--- config.mk ---
export PLATFORM = sky130hd
export DESIGN_NAME = status_shift_reader
export DESIGN_NICKNAME = d
export VERILOG_FILES = /design/src/rtl/ssr_pkg.sv /design/src/rtl/ssr_stat_pack.sv /design/src/rtl/ssr_piso.sv /design/src/rtl/status_shift_reader.sv
export SDC_FILE = /design/constraint.sdc
export NUM_CORES = 1
export LEC_CHECK = 0
export CORE_ASPECT_RATIO = 2
export CORE_UTILIZATION = 40
export DETAILED_ROUTE_END_ITERATION = 16
export HOLD_SLACK_MARGIN = 0.1
export PLACE_DENSITY = 0.7
export SETUP_SLACK_MARGIN = 0.5
export SYNTH_ARGS = -nofsm -noshare
export SYNTH_HDL_FRONTEND = slang
export SYNTH_HIERARCHICAL = 1
export SYNTH_SLANG_ARGS = --single-unit
--- constraint.sdc ---
create_clock -name clk_i -period 2.07 [get_ports clk_i]
set_clock_uncertainty 0.2 [all_clocks]
set_input_delay 0.3105 -clock clk_i [delete_from_list [all_inputs] [get_ports clk_i]]
set_output_delay 0.3105 -clock clk_i [all_outputs]
set_load 0.02 [all_outputs]
--- src/rtl/ssr_pkg.sv ---
package ssr_pkg;
  localparam int unsigned CNT_W  = 16;
  localparam int unsigned STAT_W = 8;
  localparam int unsigned WORD_W = CNT_W + STAT_W;

  typedef struct packed {
    logic       ready;
    logic       running;
    logic       lock;
    logic       overflow;
    logic       over_range;
    logic       under_range;
    logic [1:0] trig;
  } stat_t;
endpackage

--- src/rtl/ssr_stat_pack.sv ---
module ssr_stat_pack
  import ssr_pkg::*;
(
  input  logic       overflow_i,
  input  logic [1:0] trig_i,
  input  logic       under_range_i,
  input  logic       over_range_i,
  input  logic       lock_i,
  input  logic       running_i,
  input  logic       ready_i,
  input  logic       freq_mode_i,
  output stat_t      stat_o
);
  always_comb begin
    stat_o.ready       = ready_i;
    stat_o.running     = running_i;
    stat_o.lock        = lock_i & ~freq_mode_i;  // masked in freq-control mode
    stat_o.overflow    = overflow_i;
    stat_o.over_range  = over_range_i;
    stat_o.under_range = under_range_i;
    stat_o.trig        = trig_i;
  end
endmodule

--- src/rtl/ssr_piso.sv ---
module ssr_piso #(
  parameter int unsigned W = 8
) (
  input  logic         clk_i,
  input  logic         rst_ni,
  input  logic         load_i,
  input  logic         shift_i,
  input  logic [W-1:0] par_i,
  input  logic         ser_i,
  output logic [W-1:0] q_o
);
  always_ff @(posedge clk_i or negedge rst_ni) begin
    if (!rst_ni)      q_o <= '0;
    else if (load_i)  q_o <= par_i;
    else if (shift_i) q_o <= {q_o[W-2:0], ser_i};
  end
endmodule

--- src/rtl/status_shift_reader.sv ---
module status_shift_reader
  import ssr_pkg::*;
(
  input  logic             clk_i,
  input  logic             rst_ni,
  input  logic [CNT_W-1:0] ref_count_i,
  input  logic             overflow_i,
  input  logic [1:0]       trig_i,
  input  logic             under_range_i,
  input  logic             over_range_i,
  input  logic             lock_i,
  input  logic             running_i,
  input  logic             ready_i,
  input  logic             freq_mode_i,
  input  logic             strobe_i,
  input  logic             shift_en_i,
  output logic             sdata_o
);
  localparam int unsigned STAGE_W = 8;
  localparam int unsigned N_STAGE = WORD_W / STAGE_W;

  stat_t             stat;
  logic [WORD_W-1:0] par_word;
  logic [WORD_W-1:0] word_q;
  logic [N_STAGE:0]  chain;

  ssr_stat_pack u_pack (
    .overflow_i   (overflow_i),
    .trig_i       (trig_i),
    .under_range_i(under_range_i),
    .over_range_i (over_range_i),
    .lock_i       (lock_i),
    .running_i    (running_i),
    .ready_i      (ready_i),
    .freq_mode_i  (freq_mode_i),
    .stat_o       (stat)
  );

  assign par_word = {stat, ref_count_i};
  assign chain[0] = 1'b0;

  // cascaded byte stages, stage 0 holds the LSB byte
  for (genvar g = 0; g < N_STAGE; g++) begin : g_stage
    ssr_piso #(.W(STAGE_W)) u_stage (
      .clk_i  (clk_i),
      .rst_ni (rst_ni),
      .load_i (strobe_i),
      .shift_i(shift_en_i),
      .par_i  (par_word[g*STAGE_W +: STAGE_W]),
      .ser_i  (chain[g]),
      .q_o    (word_q[g*STAGE_W +: STAGE_W])
    );
    assign chain[g+1] = word_q[g*STAGE_W + STAGE_W - 1];
  end

  assign sdata_o = chain[N_STAGE];
endmodule

# Word-level counts from Yosys, hierarchy flattened
# Index checks and enable logic that the tools add are counted.
# word_totals
elab_cells,12
in_bits,29
ff_bits,24
output_inout_bits,1
# op_classes
bitwise,2
reduce_logical,1
muxes,6
# op_table
op,n
$mux 8,6
$reduce_bool 2->1,1
$and 1x1->1,1
$not 1->1,1

# Longest topological paths before layout
# Gate-level depths: netlist of the first run.
# logic_depth
ltp_word,3
ltp_mapped,3
depth_no_buf,3

# Hierarchy
# The synthesis of the first run kept the hierarchy.
# modules_own_cells
module,cells_each,n_inst,seq_area_each_um2,area_each_um2
ssr_piso,34,3,200.2,372.9
ssr_stat_pack,8,1,0.0,66.3
status_shift_reader,1,1,0.0,3.8

# Worst setup path after synthesis of the first run
# Ideal clock, no wire load.
# synth_timing
kind,input to register
start,input port shift_en_i
end,register g_stage[0].u_stage.q_o[3]
slack_ns,1.084
required_time_ns,1.749
stages,3
setup_time_ns,0.121
path_buffers,1
arrival_time_ns,0.666
path_cell_list,buf_6 > mux2i_1 > o21ai_1
# synth_via
elab_chain_len,1
# synth_rtl
item,line,text
"start, declared",status_shift_reader.sv:16,"input logic shift_en_i,"
$reduce_bool 2->1 (no source line),-,
"end signal, assigned",ssr_piso.sv:14,else if (load_i) q_o <= par_i;
"end signal, assigned",ssr_piso.sv:15,"else if (shift_i) q_o <= {q_o[W-2:0], ser_i};"
"end, declared",ssr_piso.sv:10,output logic [W-1:0] q_o
# Every way passes these cells.
# A chain may end at the register's enable or synchronous reset.

# Worst setup path in the final report of the first run
# layout_timing
start,register g_stage[2].u_stage.q_o[7]
end,output port sdata_o
# layout_rtl
item,line,text
"start, declared",ssr_piso.sv:10,
"start signal, assigned",ssr_piso.sv:14,
"start signal, assigned",ssr_piso.sv:15,
"end, declared",status_shift_reader.sv:17,output logic sdata_o
# No word-level cell between the ends.

==> load_flow_metrics.sql, run 1 <==
INSERT INTO impl_metrics (metric_group, metric, value, unit) VALUES
('floorplan', 'die_w', '40.5', 'um'),
('global_route', 'number_of_global_route_vias_before_repair', '772', ''),
('timing', 'report.final.slew_viol_count', '0', ''),
('layout', 'most-common-layout-cells', 'sky130_fd_sc_hd__clkdlybuf4s50_1 (28), sky130_fd_sc_hd__mux2i_1 (24), sky130_fd_sc_hd__nand2_1 (24), sky130_fd_sc_hd__o21ai_1 (24), sky130_fd_sc_hd__dfrtp_1 (24)', ''),
('yosys', 'postSynthNetCount', '140', ''),
('run_status', 'run_status', 'complete, no violations', ''),
('route', 'routed-via-count', '804', ''),
('global_route', 'global_route_wire_length_before_repair', '2970', 'um'),
('critical_path', 'cp-startpoint', 'g_stage[2].u_stage/q_o[7]', ''),
('power_and_ir_drop', 'areal_power_density_over_the_cells', '666', 'nW/um^2'),
('timing', 'tns', '0', 'ns'),
('layout', 'finalNetCount', '164', ''),
('route', 'drt_wl_total', '1900', 'um'),
('clocking', 'cts_buffers', '3', ''),
('yosys', 'synth_seq_area_share', '50.5', '%'),
('clocking', 'cts_tree', 'yes', ''),
('layout', 'layout.cells.most_common', 'sky130_fd_sc_hd__clkdlybuf4s50_1', ''),
('critical_path', 'critical-path-slowest-cell', 'sky130_fd_sc_hd__dfrtp_1', ''),
('critical_path', 'cp_top_family', 'flip-flops', ''),
('layout', 'area_taken_by_multi_input_logic_gates', '468', 'um^2'),
('route', 'detail_route.iter0.violations', '7', ''),
('floorplan', 'chip_height', '79.1', 'um'),
('layout', 'num_antenna_cells', '0', ''),
('clocking', 'clock-root-buffer', 'sky130_fd_sc_hd__clkbuf_8', ''),
('clocking', 'postCtsSetupBuffers', '0', ''),
('yosys', 'post-synth-top-area-cell', 'sky130_fd_sc_hd__dfrtp_1', ''),
('yosys', 'post_synthesis_average_cell_area', '10.7', 'um^2'),
('critical_path', 'cell_count_of_the_worst_reg_to_reg_path', '2', ''),
('timing', 'fmax', '683', 'MHz'),
('clocking', 'cts_sinks', '24', ''),
('critical_path', 'worst-endpoint-required', '1.56', 'ns'),
('critical_path', 'worst-endpoint-arrival', '0.95', 'ns'),
('critical_path', 'endpoint', 'sdata_o', ''),
('critical_path', 'crit_path_cell_trace', 'dlygate4sd2_1', ''),
('clocking', 'ctsLongestPathBuffers', '2', ''),
('route', 'drc', '0', ''),
('layout', 'drive_above_1_share', '5.26', '%'),
('critical_path', 'critical_path_class', 'reg2out', ''),
('critical_path', 'worst-r2r-setup-slack', '1.14', 'ns'),
('power_and_ir_drop', 'max-vdd-ir-drop', '0.000395', 'V'),
('critical_path', 'worst_setup_path_start_kind', 'register', ''),
('route', 'wire_per_inst', '11.7', 'um'),
('critical_path', 'regToRegStartpoint', 'g_stage[1].u_stage/q_o[3]', ''),
('timing', 'post-route-period-util', '70.7', '%'),
('route', 'vias_per_cell', '4.96', ''),
('layout', 'final.fill_count', '268', ''),
('yosys', 'synth_top_area_share', '50.5', '%'),
('critical_path', 'cpPeakStageDelay', '0.38', 'ns'),
('global_route', 'globalRouteTotalUtil', '13.4', '%'),
('critical_path', 'worstSetupEndpointType', 'primary output', ''),
('global_route', 'largest_net_degree_at_the_start_of_global_routing', '49', ''),
('layout', 'largest_register_ff_count', '24', ''),
('floorplan', 'fp.dieArea', '3210', 'um^2'),
('floorplan', 'starting_density_of_the_core', '42.9', '%'),
('yosys', 'synth_cell_type_count', '8', ''),
('place', 'quantity_of_i_o_buffers_inserted_on_ports', '29', ''),
('place', 'gp_congestion', '0.627', ''),
('floorplan', 'placeableCoreArea', '2770', 'um^2'),
('critical_path', 'worst-path-stages', '1', ''),
('layout', 'top_flop_regs', 'g_stage.u_stage/q_o x24', ''),
('yosys', 'synthTopCellsByArea', 'sky130_fd_sc_hd__dfrtp_1 (51%), sky130_fd_sc_hd__mux2i_1 (20%), sky130_fd_sc_hd__o21ai_1 (10%), sky130_fd_sc_hd__nand2_1 (7.6%), sky130_fd_sc_hd__buf_6 (5.7%)', ''),
('flow_run', 'cap_violations', '0', ''),
('layout', 'largest-register', 'g_stage.u_stage/q_o', ''),
('critical_path', 'worstPathMaxFanout', '2', ''),
('floorplan', 'number_of_placement_rows', '27', ''),
('hold_path', 'class_of_the_worst_hold_path', 'in2async', ''),
('timing', 'worst_hold_slack_after_final_layout', '0.211', 'ns'),
('yosys', 'yosys_warnings', '6', ''),
('critical_path', 'regToRegEndpoint', 'g_stage[1].u_stage/q_o[4]', ''),
('timing', 'grt_setup_unrepaired', 'no', ''),
('yosys', 'synth_cells', '111', '');
worst min-delay path by stage:
stage	start	endpoint	slack, ns	cells past startpoint
4_1_cts	rst_ni	g_stage[0].u_stage/q_o[1]	0.22	2
3_3_place_gp	g_stage[2].u_stage/q_o[4]	g_stage[2].u_stage/q_o[4]	0.33	2
2_1_floorplan	rst_ni	g_stage[0].u_stage/q_o[0]	-0.19	0
3_5_place_dp	g_stage[1].u_stage/q_o[5]	g_stage[1].u_stage/q_o[5]	0.34	2
5_1_grt	rst_ni	g_stage[0].u_stage/q_o[7]	0.24	2
6_report	rst_ni	g_stage[1].u_stage/q_o[2]	0.21	2
metrics by stage:
step                      cells  power (W)  area (um^2)  setup WS [ns]
after floorplan             111   0.000656         1190           1.08
after global placement      159   0.000731         1440          0.427
after detailed placement    159   0.000737         1440          0.400
after CTS                   162    0.00100         1480          0.589
after global routing        162    0.00105         1480          0.552
final                       162   0.000987         1480          0.606
report_power, final:
part	internal (W)	switching, W	total [W]
clock	0.000130	0.000134	0.000264
sequential	0.000517	0.0000257	0.000542
combinational	0.000106	0.0000755	0.000181
cell families after synthesis:
group	share of synthesized area [%]
buffers and inverters	10.1
AND/OR/NAND/NOR	8.74
AO/OA/AOI/OAI	10.1
flip-flops	50.5
other	0.315
multiplexers	20.2
worst reg2reg max path: cells and delay by family, from the launching register on:
kind,cells,cell delay [ns]
AO/OA/AOI/OAI,1,0.08
multiplexers,1,0.16
flip-flops,1,0.38
metal layers:
metal	share of wire (%)	track usage, %	vias to the layer above
met5	0	0	-
met4	2.6	9.00	0
met3	5.3	2.51	4
met2	50	21.9	22
met1	42	14.2	365
li1	-	-	413
layout make-up:
cell class | instances | area share (%)
clock buffer | 3 | 2.78
multi-input combinational | 74 | 31.6
sequential | 24 | 40.5
timing repair buffer | 32 | 22.7
tap | 29 | 2.45
cells in the mapped netlist:
| cell | number |
|---|---|
| sky130_fd_sc_hd__o21ai_1 | 24 |
| sky130_fd_sc_hd__dfrtp_1 | 24 |
| sky130_fd_sc_hd__nand2_1 | 24 |
| sky130_fd_sc_hd__nor2b_4 | 1 |
| sky130_fd_sc_hd__buf_6 | 6 |
| sky130_fd_sc_hd__buf_4 | 7 |
| sky130_fd_sc_hd__mux2i_1 | 24 |
| sky130_fd_sc_hd__conb_1 | 1 |
repair_timing:
action	in CTS	in global routing
gates resized for setup	1	0
hold buffers	0	0
endpoints found under the setup margin	1	0
No activity file was read; power rests on OpenSTA's default activity.
==> run 2: changes to the inputs <==
Clock period 2.07 ns to 1.4 ns, I/O delays scaled along.
==> run 2 against run 1 <==
Effect of this change: die area is the same; global-route usage is 2.8 points higher; sequential power up 48%; sequential share of layout area is 2.8 points lower; first-iteration DRC count rose by 140%; worst hold slack worse by 0.12 ns; final cell count up 2.5%; non-clock buffer count up 3.
==> load_flow_metrics.sql, run 2 (synthesized netlist as in run 1, its figures left out) <==
INSERT INTO impl_metrics (metric_group, metric, value, unit) VALUES
('run_status', 'run_status', 'complete, no violations', ''),
('floorplan', 'num_io_pins', '30', ''),
('critical_path', 'worst-endpoint-arrival', '0.81', 'ns'),
('power_and_ir_drop', 'power.share.clock', '29.0', '%'),
('route', 'drt-pass1-iter-count', '4', ''),
('route', 'wire_per_inst', '13.2', 'um'),
('route', 'detail-route-antenna-nets', '0', ''),
('hold_path', 'class_of_the_worst_hold_path', 'in2async', ''),
('place', 'quantity_of_i_o_buffers_inserted_on_ports', '29', ''),
('clocking', 'ctsHtreeMaxLevel', '1', ''),
('clocking', 'clock_insertion_delay_worst_skew', '0.26', 'ns'),
('clocking', 'cts_tree', 'yes', ''),
('floorplan', 'placeableCoreArea', '2770', 'um^2'),
('layout', 'largest-register', 'g_stage.u_stage/q_o', ''),
('power_and_ir_drop', 'max-vdd-ir-drop', '0.000587', 'V'),
('power_and_ir_drop', 'fraction_of_power_consumed_by_combinational_cells', '19.7', '%'),
('critical_path', 'worstSetupEndpointType', 'primary output', ''),
('floorplan', 'chip_height', '79.1', 'um'),
('timing', 'finalSetupViolCount', '0', ''),
('critical_path', 'worstPathMaxFanout', '2', ''),
('timing', 'worst_hold_slack_after_final_layout', '0.0880', 'ns'),
('layout', 'final_core_util', '57.5', '%'),
('timing', 'grt_setup_unrepaired', 'yes', ''),
('global_route', 'global_route_wire_length_before_repair', '3670', 'um'),
('critical_path', 'crit_path_cell_trace', 'buf_6', ''),
('clocking', 'cts_buffers', '3', ''),
('timing', 'finalHoldViolations', '0', ''),
('floorplan', 'starting_density_of_the_core', '42.9', '%'),
('critical_path', 'worst_setup_path_start_kind', 'register', ''),
('global_route', 'antenna_found_initial', '0', ''),
('clocking', 'clk_transition_reported_paths', '0.08', 'ns'),
('timing', 'fmax', '820', 'MHz'),
('place', 'gp_congestion', '0.620', ''),
('timing', 'timing.final.crit_period', '1.22', 'ns'),
('place', 'dp_hpwl', '1330', 'um'),
('timing', 'report.final.slew_viol_count', '0', ''),
('clocking', 'cts_sinks', '24', ''),
('power_and_ir_drop', 'int_pwr', '0.00120', 'W'),
('layout', 'area_delta_synth_final', '34.1', '%'),
('flow_run', 'cap_violations', '0', ''),
('power_and_ir_drop', 'power_leakage', '0.737', 'nW'),
('global_route', 'globalRouteTotalUtil', '16.2', '%'),
('clocking', 'ctsLongestPathBuffers', '2', ''),
('layout', 'finalNetCount', '167', ''),
('layout', 'drive_above_1_share', '10.9', '%'),
('global_route', 'grt-ovfl-total', '0', ''),
('route', 'vias_per_cell', '5.13', ''),
('layout', 'top_flop_regs', 'g_stage.u_stage/q_o x24', ''),
('power_and_ir_drop', 'swShare', '23.4', '%'),
('route', 'drt_wl_total', '2190', 'um'),
('critical_path', 'critical_path_class', 'reg2out', ''),
('power_and_ir_drop', 'seq_power_share', '51.3', '%'),
('route', 'detail_route.iter0.violations', '17', ''),
('critical_path', 'critical-path-slowest-cell', 'sky130_fd_sc_hd__dfrtp_2', ''),
('layout', 'largest_register_ff_count', '24', ''),
('global_route', 'largest_net_degree_at_the_start_of_global_routing', '25', ''),
('layout', 'layout.cells.most_common', 'sky130_fd_sc_hd__clkdlybuf4s50_1', ''),
('floorplan', 'fp.dieArea', '3210', 'um^2'),
('route', 'drc', '0', ''),
('critical_path', 'worst-endpoint-required', '0.99', 'ns'),
('critical_path', 'path_buf_inv', '1', ''),
('floorplan', 'number_of_placement_rows', '27', ''),
('clocking', 'clock-root-buffer', 'sky130_fd_sc_hd__clkbuf_8', ''),
('power_and_ir_drop', 'netSwitchingPower', '0.000367', 'W'),
('layout', 'final.fill_count', '240', ''),
('critical_path', 'cpPeakStageDelay', '0.42', 'ns'),
('timing', 'post-route-period-util', '87.1', '%'),
('route', 'routed-via-count', '851', ''),
('floorplan', 'die_w', '40.5', 'um'),
('critical_path', 'cp_top_family', 'flip-flops', ''),
('layout', 'most-common-layout-cells', 'sky130_fd_sc_hd__clkdlybuf4s50_1 (26), sky130_fd_sc_hd__mux2i_1 (24), sky130_fd_sc_hd__nand2_1 (24), sky130_fd_sc_hd__o21ai_1 (24), sky130_fd_sc_hd__dfrtp_1 (23)', ''),
('global_route', 'number_of_global_route_vias_before_repair', '890', ''),
('power_and_ir_drop', 'areal_power_density_over_the_cells', '983', 'nW/um^2'),
('layout', 'num_antenna_cells', '0', '');
==> run 2: changes by cell type in the layout (fill, tap and decap cells not counted) <==
cell and change:
sky130_fd_sc_hd__buf_12 +1, sky130_fd_sc_hd__clkdlybuf4s50_1 -2, sky130_fd_sc_hd__dlygate4sd2_1 -1, sky130_fd_sc_hd__buf_6 +1, sky130_fd_sc_hd__clkbuf_8 +1, sky130_fd_sc_hd__dfrtp_1 -1
sky130_fd_sc_hd__dfrtp_2 +1, sky130_fd_sc_hd__clkdlybuf4s15_2 +1, sky130_fd_sc_hd__buf_16 +3
==> run 2: through the flow <==
| stage | setup slack [ns] | std cells | setup TNS (ns) | area, um^2 | total power (W) |
|---|---|---|---|---|---|
| 2_1_floorplan | 0.461 | 111 | 0 | 1190 | 0.000970 |
| 3_3_place_gp | -0.145 | 159 | -3.20 | 1460 | 0.00109 |
| 3_5_place_dp | -0.156 | 159 | -3.45 | 1460 | 0.00110 |
| 4_1_cts | 0.174 | 166 | 0 | 1590 | 0.00158 |
| 5_1_grt | 0.149 | 166 | 0 | 1590 | 0.00166 |
| 6_report | 0.180 | 166 | 0 | 1590 | 0.00157 |
==> run 2: path summary, 6_finish.rpt <==
check                                                from                   endpoint  slack (ns)  cells past startpoint
worst max-delay path            g_stage[2].u_stage/q_o[7]                    sdata_o        0.18                      1
min in group clk_i                             shift_en_i  g_stage[2].u_stage/q_o[5]        0.26                      4
worst min-delay path                               rst_ni  g_stage[0].u_stage/q_o[3]        0.09                      2
max in group asynchronous                          rst_ni  g_stage[2].u_stage/q_o[7]        0.76                      2
worst max register to register  g_stage[0].u_stage/q_o[3]  g_stage[0].u_stage/q_o[3]        0.47                      2
worst min register to register  g_stage[1].u_stage/q_o[7]  g_stage[1].u_stage/q_o[7]        0.35                      2
==> run 2: per-layer routing <==
layer,track usage [%],share of wire [%]
met5,0,0
met4,5.00,1.3
met3,3.35,4.6
met2,27.9,54
met1,18.5,40
==> run 2: what timing repair did <==
item / 4_1_cts / 5_1_grt
pin swaps: 0 / 1
hold endpoints to repair: 24 / 10
buffers inserted: 0 / 0
setup endpoints to repair: 25 / 25
gates cloned: 3 / 0
resized for setup: 18 / 0
==> run 2: cell type report <==
class / count / area, um^2 / area share (%)
repair buffers: 35 / 433 / 27.2
multi-input cells: 74 / 468 / 29.4
flip-flops and latches: 24 / 602 / 37.8
well taps: 29 / 36.3 / 2.28
clock buffers: 4 / 55.1 / 3.45
==> run 2: power groups by stage <==
| stage | clock [W] | sequential [W] | combinational (W) |
|---|---|---|---|
| after global placement | 0 | 0.000813 | 0.000273 |
| after detailed placement | 0 | 0.000816 | 0.000279 |
| after global routing | 0.000508 | 0.000811 | 0.000342 |
| final | 0.000455 | 0.000803 | 0.000309 |
| after CTS | 0.000468 | 0.000803 | 0.000313 |
| after floorplan | 0 | 0.000809 | 0.000161 |
==> run 3: changes to the inputs <==
Settings changed: PLACE_DENSITY 0.7 to 0.69.
==> run 3 against run 2 <==
Effect of this change: count of clock-buffer cells in the layout stayed put; critical endpoint unchanged; final cell count stayed put; worst hold slack better by 0.0096 ns; clock power is 2% lower; combinational power hardly changed; first-iteration DRC count is 5.9% higher; setup slack better by 0.0019 ns; non-clock buffer count stayed put.
==> load_flow_metrics.sql, run 3 (synthesized netlist as in run 1, its figures left out) <==
INSERT INTO impl_metrics (metric_group, metric, value, unit) VALUES
('critical_path', 'critical-path-slowest-cell', 'sky130_fd_sc_hd__dfrtp_2', ''),
('global_route', 'global_route_wire_length_before_repair', '3600', 'um'),
('critical_path', 'critical_path_class', 'reg2out', ''),
('layout', 'top_flop_regs', 'g_stage.u_stage/q_o x24', ''),
('route', 'drc', '0', ''),
('layout', 'num_antenna_cells', '0', ''),
('run_status', 'run_status', 'complete, no violations', ''),
('layout', 'finalNetCount', '167', ''),
('layout', 'area_taken_by_multi_input_logic_gates', '468', 'um^2'),
('clocking', 'cts_tree', 'yes', ''),
('clocking', 'clk_transition_reported_paths', '0.08', 'ns'),
('floorplan', 'placeableCoreArea', '2770', 'um^2'),
('layout', 'largest_register_ff_count', '24', ''),
('timing', 'grt_setup_unrepaired', 'yes', ''),
('timing', 'finalSetupViolCount', '0', ''),
('route', 'drt-pass1-iter-count', '2', ''),
('place', 'quantity_of_i_o_buffers_inserted_on_ports', '29', ''),
('clocking', 'ctsLongestPathBuffers', '2', ''),
('route', 'routed-via-count', '838', ''),
('layout', 'register_area', '602', 'um^2'),
('clocking', 'postCtsSetupBuffers', '0', ''),
('layout', 'drive_above_1_share', '10.9', '%'),
('floorplan', 'number_of_placement_rows', '27', ''),
('global_route', 'number_of_global_route_vias_before_repair', '878', ''),
('layout', 'area_delta_synth_final', '34.0', '%'),
('critical_path', 'cp_top_family', 'flip-flops', ''),
('route', 'drt_wl_total', '2200', 'um'),
('clocking', 'ctsHtreeMaxLevel', '1', ''),
('critical_path', 'cpPeakStageDelay', '0.42', 'ns'),
('critical_path', 'path_buf_inv', '1', ''),
('global_route', 'grt-ovfl-total', '0', ''),
('layout', 'final.fill_count', '246', ''),
('critical_path', 'worst_setup_path_start_kind', 'register', ''),
('timing', 'finalHoldViolations', '0', ''),
('clocking', 'cts_sinks', '24', ''),
('floorplan', 'num_io_pins', '30', ''),
('global_route', 'largest_net_degree_at_the_start_of_global_routing', '25', ''),
('timing', 'timing.final.crit_period', '1.22', 'ns'),
('place', 'place_worst_setup_slack', '-0.178', 'ns'),
('timing', 'post-route-worst-setup-slack', '0.182', 'ns'),
('floorplan', 'starting_density_of_the_core', '42.9', '%'),
('route', 'detail-route-antenna-nets', '0', ''),
('global_route', 'globalRouteTotalUtil', '16.4', '%'),
('hold_path', 'class_of_the_worst_hold_path', 'in2async', ''),
('critical_path', 'worst-endpoint-arrival', '0.81', 'ns'),
('place', 'dp_hpwl', '1350', 'um'),
('power_and_ir_drop', 'power_leakage', '0.739', 'nW'),
('timing', 'post-route-period-util', '87.0', '%'),
('timing', 'report.final.slew_viol_count', '0', ''),
('critical_path', 'worstSetupEndpointType', 'primary output', ''),
('timing', 'fmax', '821', 'MHz'),
('route', 'vias_per_cell', '5.05', ''),
('clocking', 'cts_buffers', '3', ''),
('route', 'wire_per_inst', '13.2', 'um'),
('layout', 'most-common-layout-cells', 'sky130_fd_sc_hd__clkdlybuf4s50_1 (25), sky130_fd_sc_hd__mux2i_1 (24), sky130_fd_sc_hd__nand2_1 (24), sky130_fd_sc_hd__o21ai_1 (24), sky130_fd_sc_hd__dfrtp_1 (23)', ''),
('power_and_ir_drop', 'total_power', '0.00156', 'W'),
('clocking', 'clock-root-buffer', 'sky130_fd_sc_hd__clkbuf_8', ''),
('floorplan', 'chip_height', '79.1', 'um'),
('layout', 'layout.cells.most_common', 'sky130_fd_sc_hd__clkdlybuf4s50_1', ''),
('route', 'detail_route.iter0.violations', '18', ''),
('place', 'gp_congestion', '0.685', ''),
('global_route', 'antenna_found_initial', '0', ''),
('critical_path', 'worst-endpoint-required', '0.99', 'ns'),
('power_and_ir_drop', 'max-vdd-ir-drop', '0.000727', 'V'),
('clocking', 'clock_insertion_delay_worst_skew', '0.26', 'ns'),
('power_and_ir_drop', 'areal_power_density_over_the_cells', '978', 'nW/um^2'),
('floorplan', 'fp.dieArea', '3210', 'um^2'),
('flow_run', 'cap_violations', '0', ''),
('floorplan', 'die_w', '40.5', 'um'),
('layout', 'largest-register', 'g_stage.u_stage/q_o', ''),
('critical_path', 'worstPathMaxFanout', '2', ''),
('timing', 'tns', '0', 'ns'),
('critical_path', 'crit_path_cell_trace', 'buf_6', '');
-- run 3: path summary, 6_finish.rpt --
check,from,to,slack [ns],cells after the start
max,g_stage[2].u_stage/q_o[7],sdata_o,0.18,1
min,rst_ni,g_stage[0].u_stage/q_o[3],0.1,2
max reg2reg,g_stage[1].u_stage/q_o[4],g_stage[1].u_stage/q_o[4],0.46,2
min reg2reg,g_stage[1].u_stage/q_o[5],g_stage[1].u_stage/q_o[5],0.35,2
max in group asynchronous,rst_ni,g_stage[2].u_stage/q_o[7],0.75,2
min in group clk_i,lock_i,g_stage[2].u_stage/q_o[5],0.21,4
-- run 3: where the power goes --
part | switching [W] | internal [W]
Sequential | 0.0000390 | 0.000765
Combinational | 0.000123 | 0.000184
Clock | 0.000196 | 0.000250
-- run 3: what timing repair did --
action | in CTS | in global routing
gates cloned | 3 | 0
setup endpoints to repair | 25 | 25
pin swaps | 0 | 2
hold endpoints to repair | 13 | 13
resized for setup | 19 | 0
-- run 3: stage by stage --
stage               util, %  cells  hold slack [ns]  area [um^2]
global route           57.5    166           0.0962         1590
detailed placement     52.6    159            0.344         1460
global placement       52.6    159            0.328         1460
floorplan                 -    111           -0.286         1190
finish                 57.5    166           0.0976         1590
CTS                    57.5    166           0.0970         1590
-- run 3: layer usage --
| metal | vias up | wire, um | global-route usage [%] | share of wire, % |
|---|---|---|---|---|
| met5 | - | 0 | 0 | 0 |
| met4 | 0 | 54 | 9.00 | 2.5 |
| met3 | 4 | 100 | 2.79 | 4.6 |
| met2 | 23 | 1140 | 27.9 | 52 |
| met1 | 390 | 905 | 17.3 | 41 |
| li1 | 421 | - | - | - |
-- run 3: final cells by class --
| cell class | count | share of cell area (%) |
|---|---|---|
| multi-input cells | 74 | 29.4 |
| clock buffers | 4 | 3.46 |
| flip-flops and latches | 24 | 37.8 |
| repair buffers | 35 | 27.1 |
| well taps | 29 | 2.28 |
-- run 3: worst reg2reg max path, cell delays in order (launching register included) --
cell and delay [ns]:
sky130_fd_sc_hd__dfrtp_1 0.39, sky130_fd_sc_hd__mux2i_1 0.15, sky130_fd_sc_hd__o21ai_1 0.08
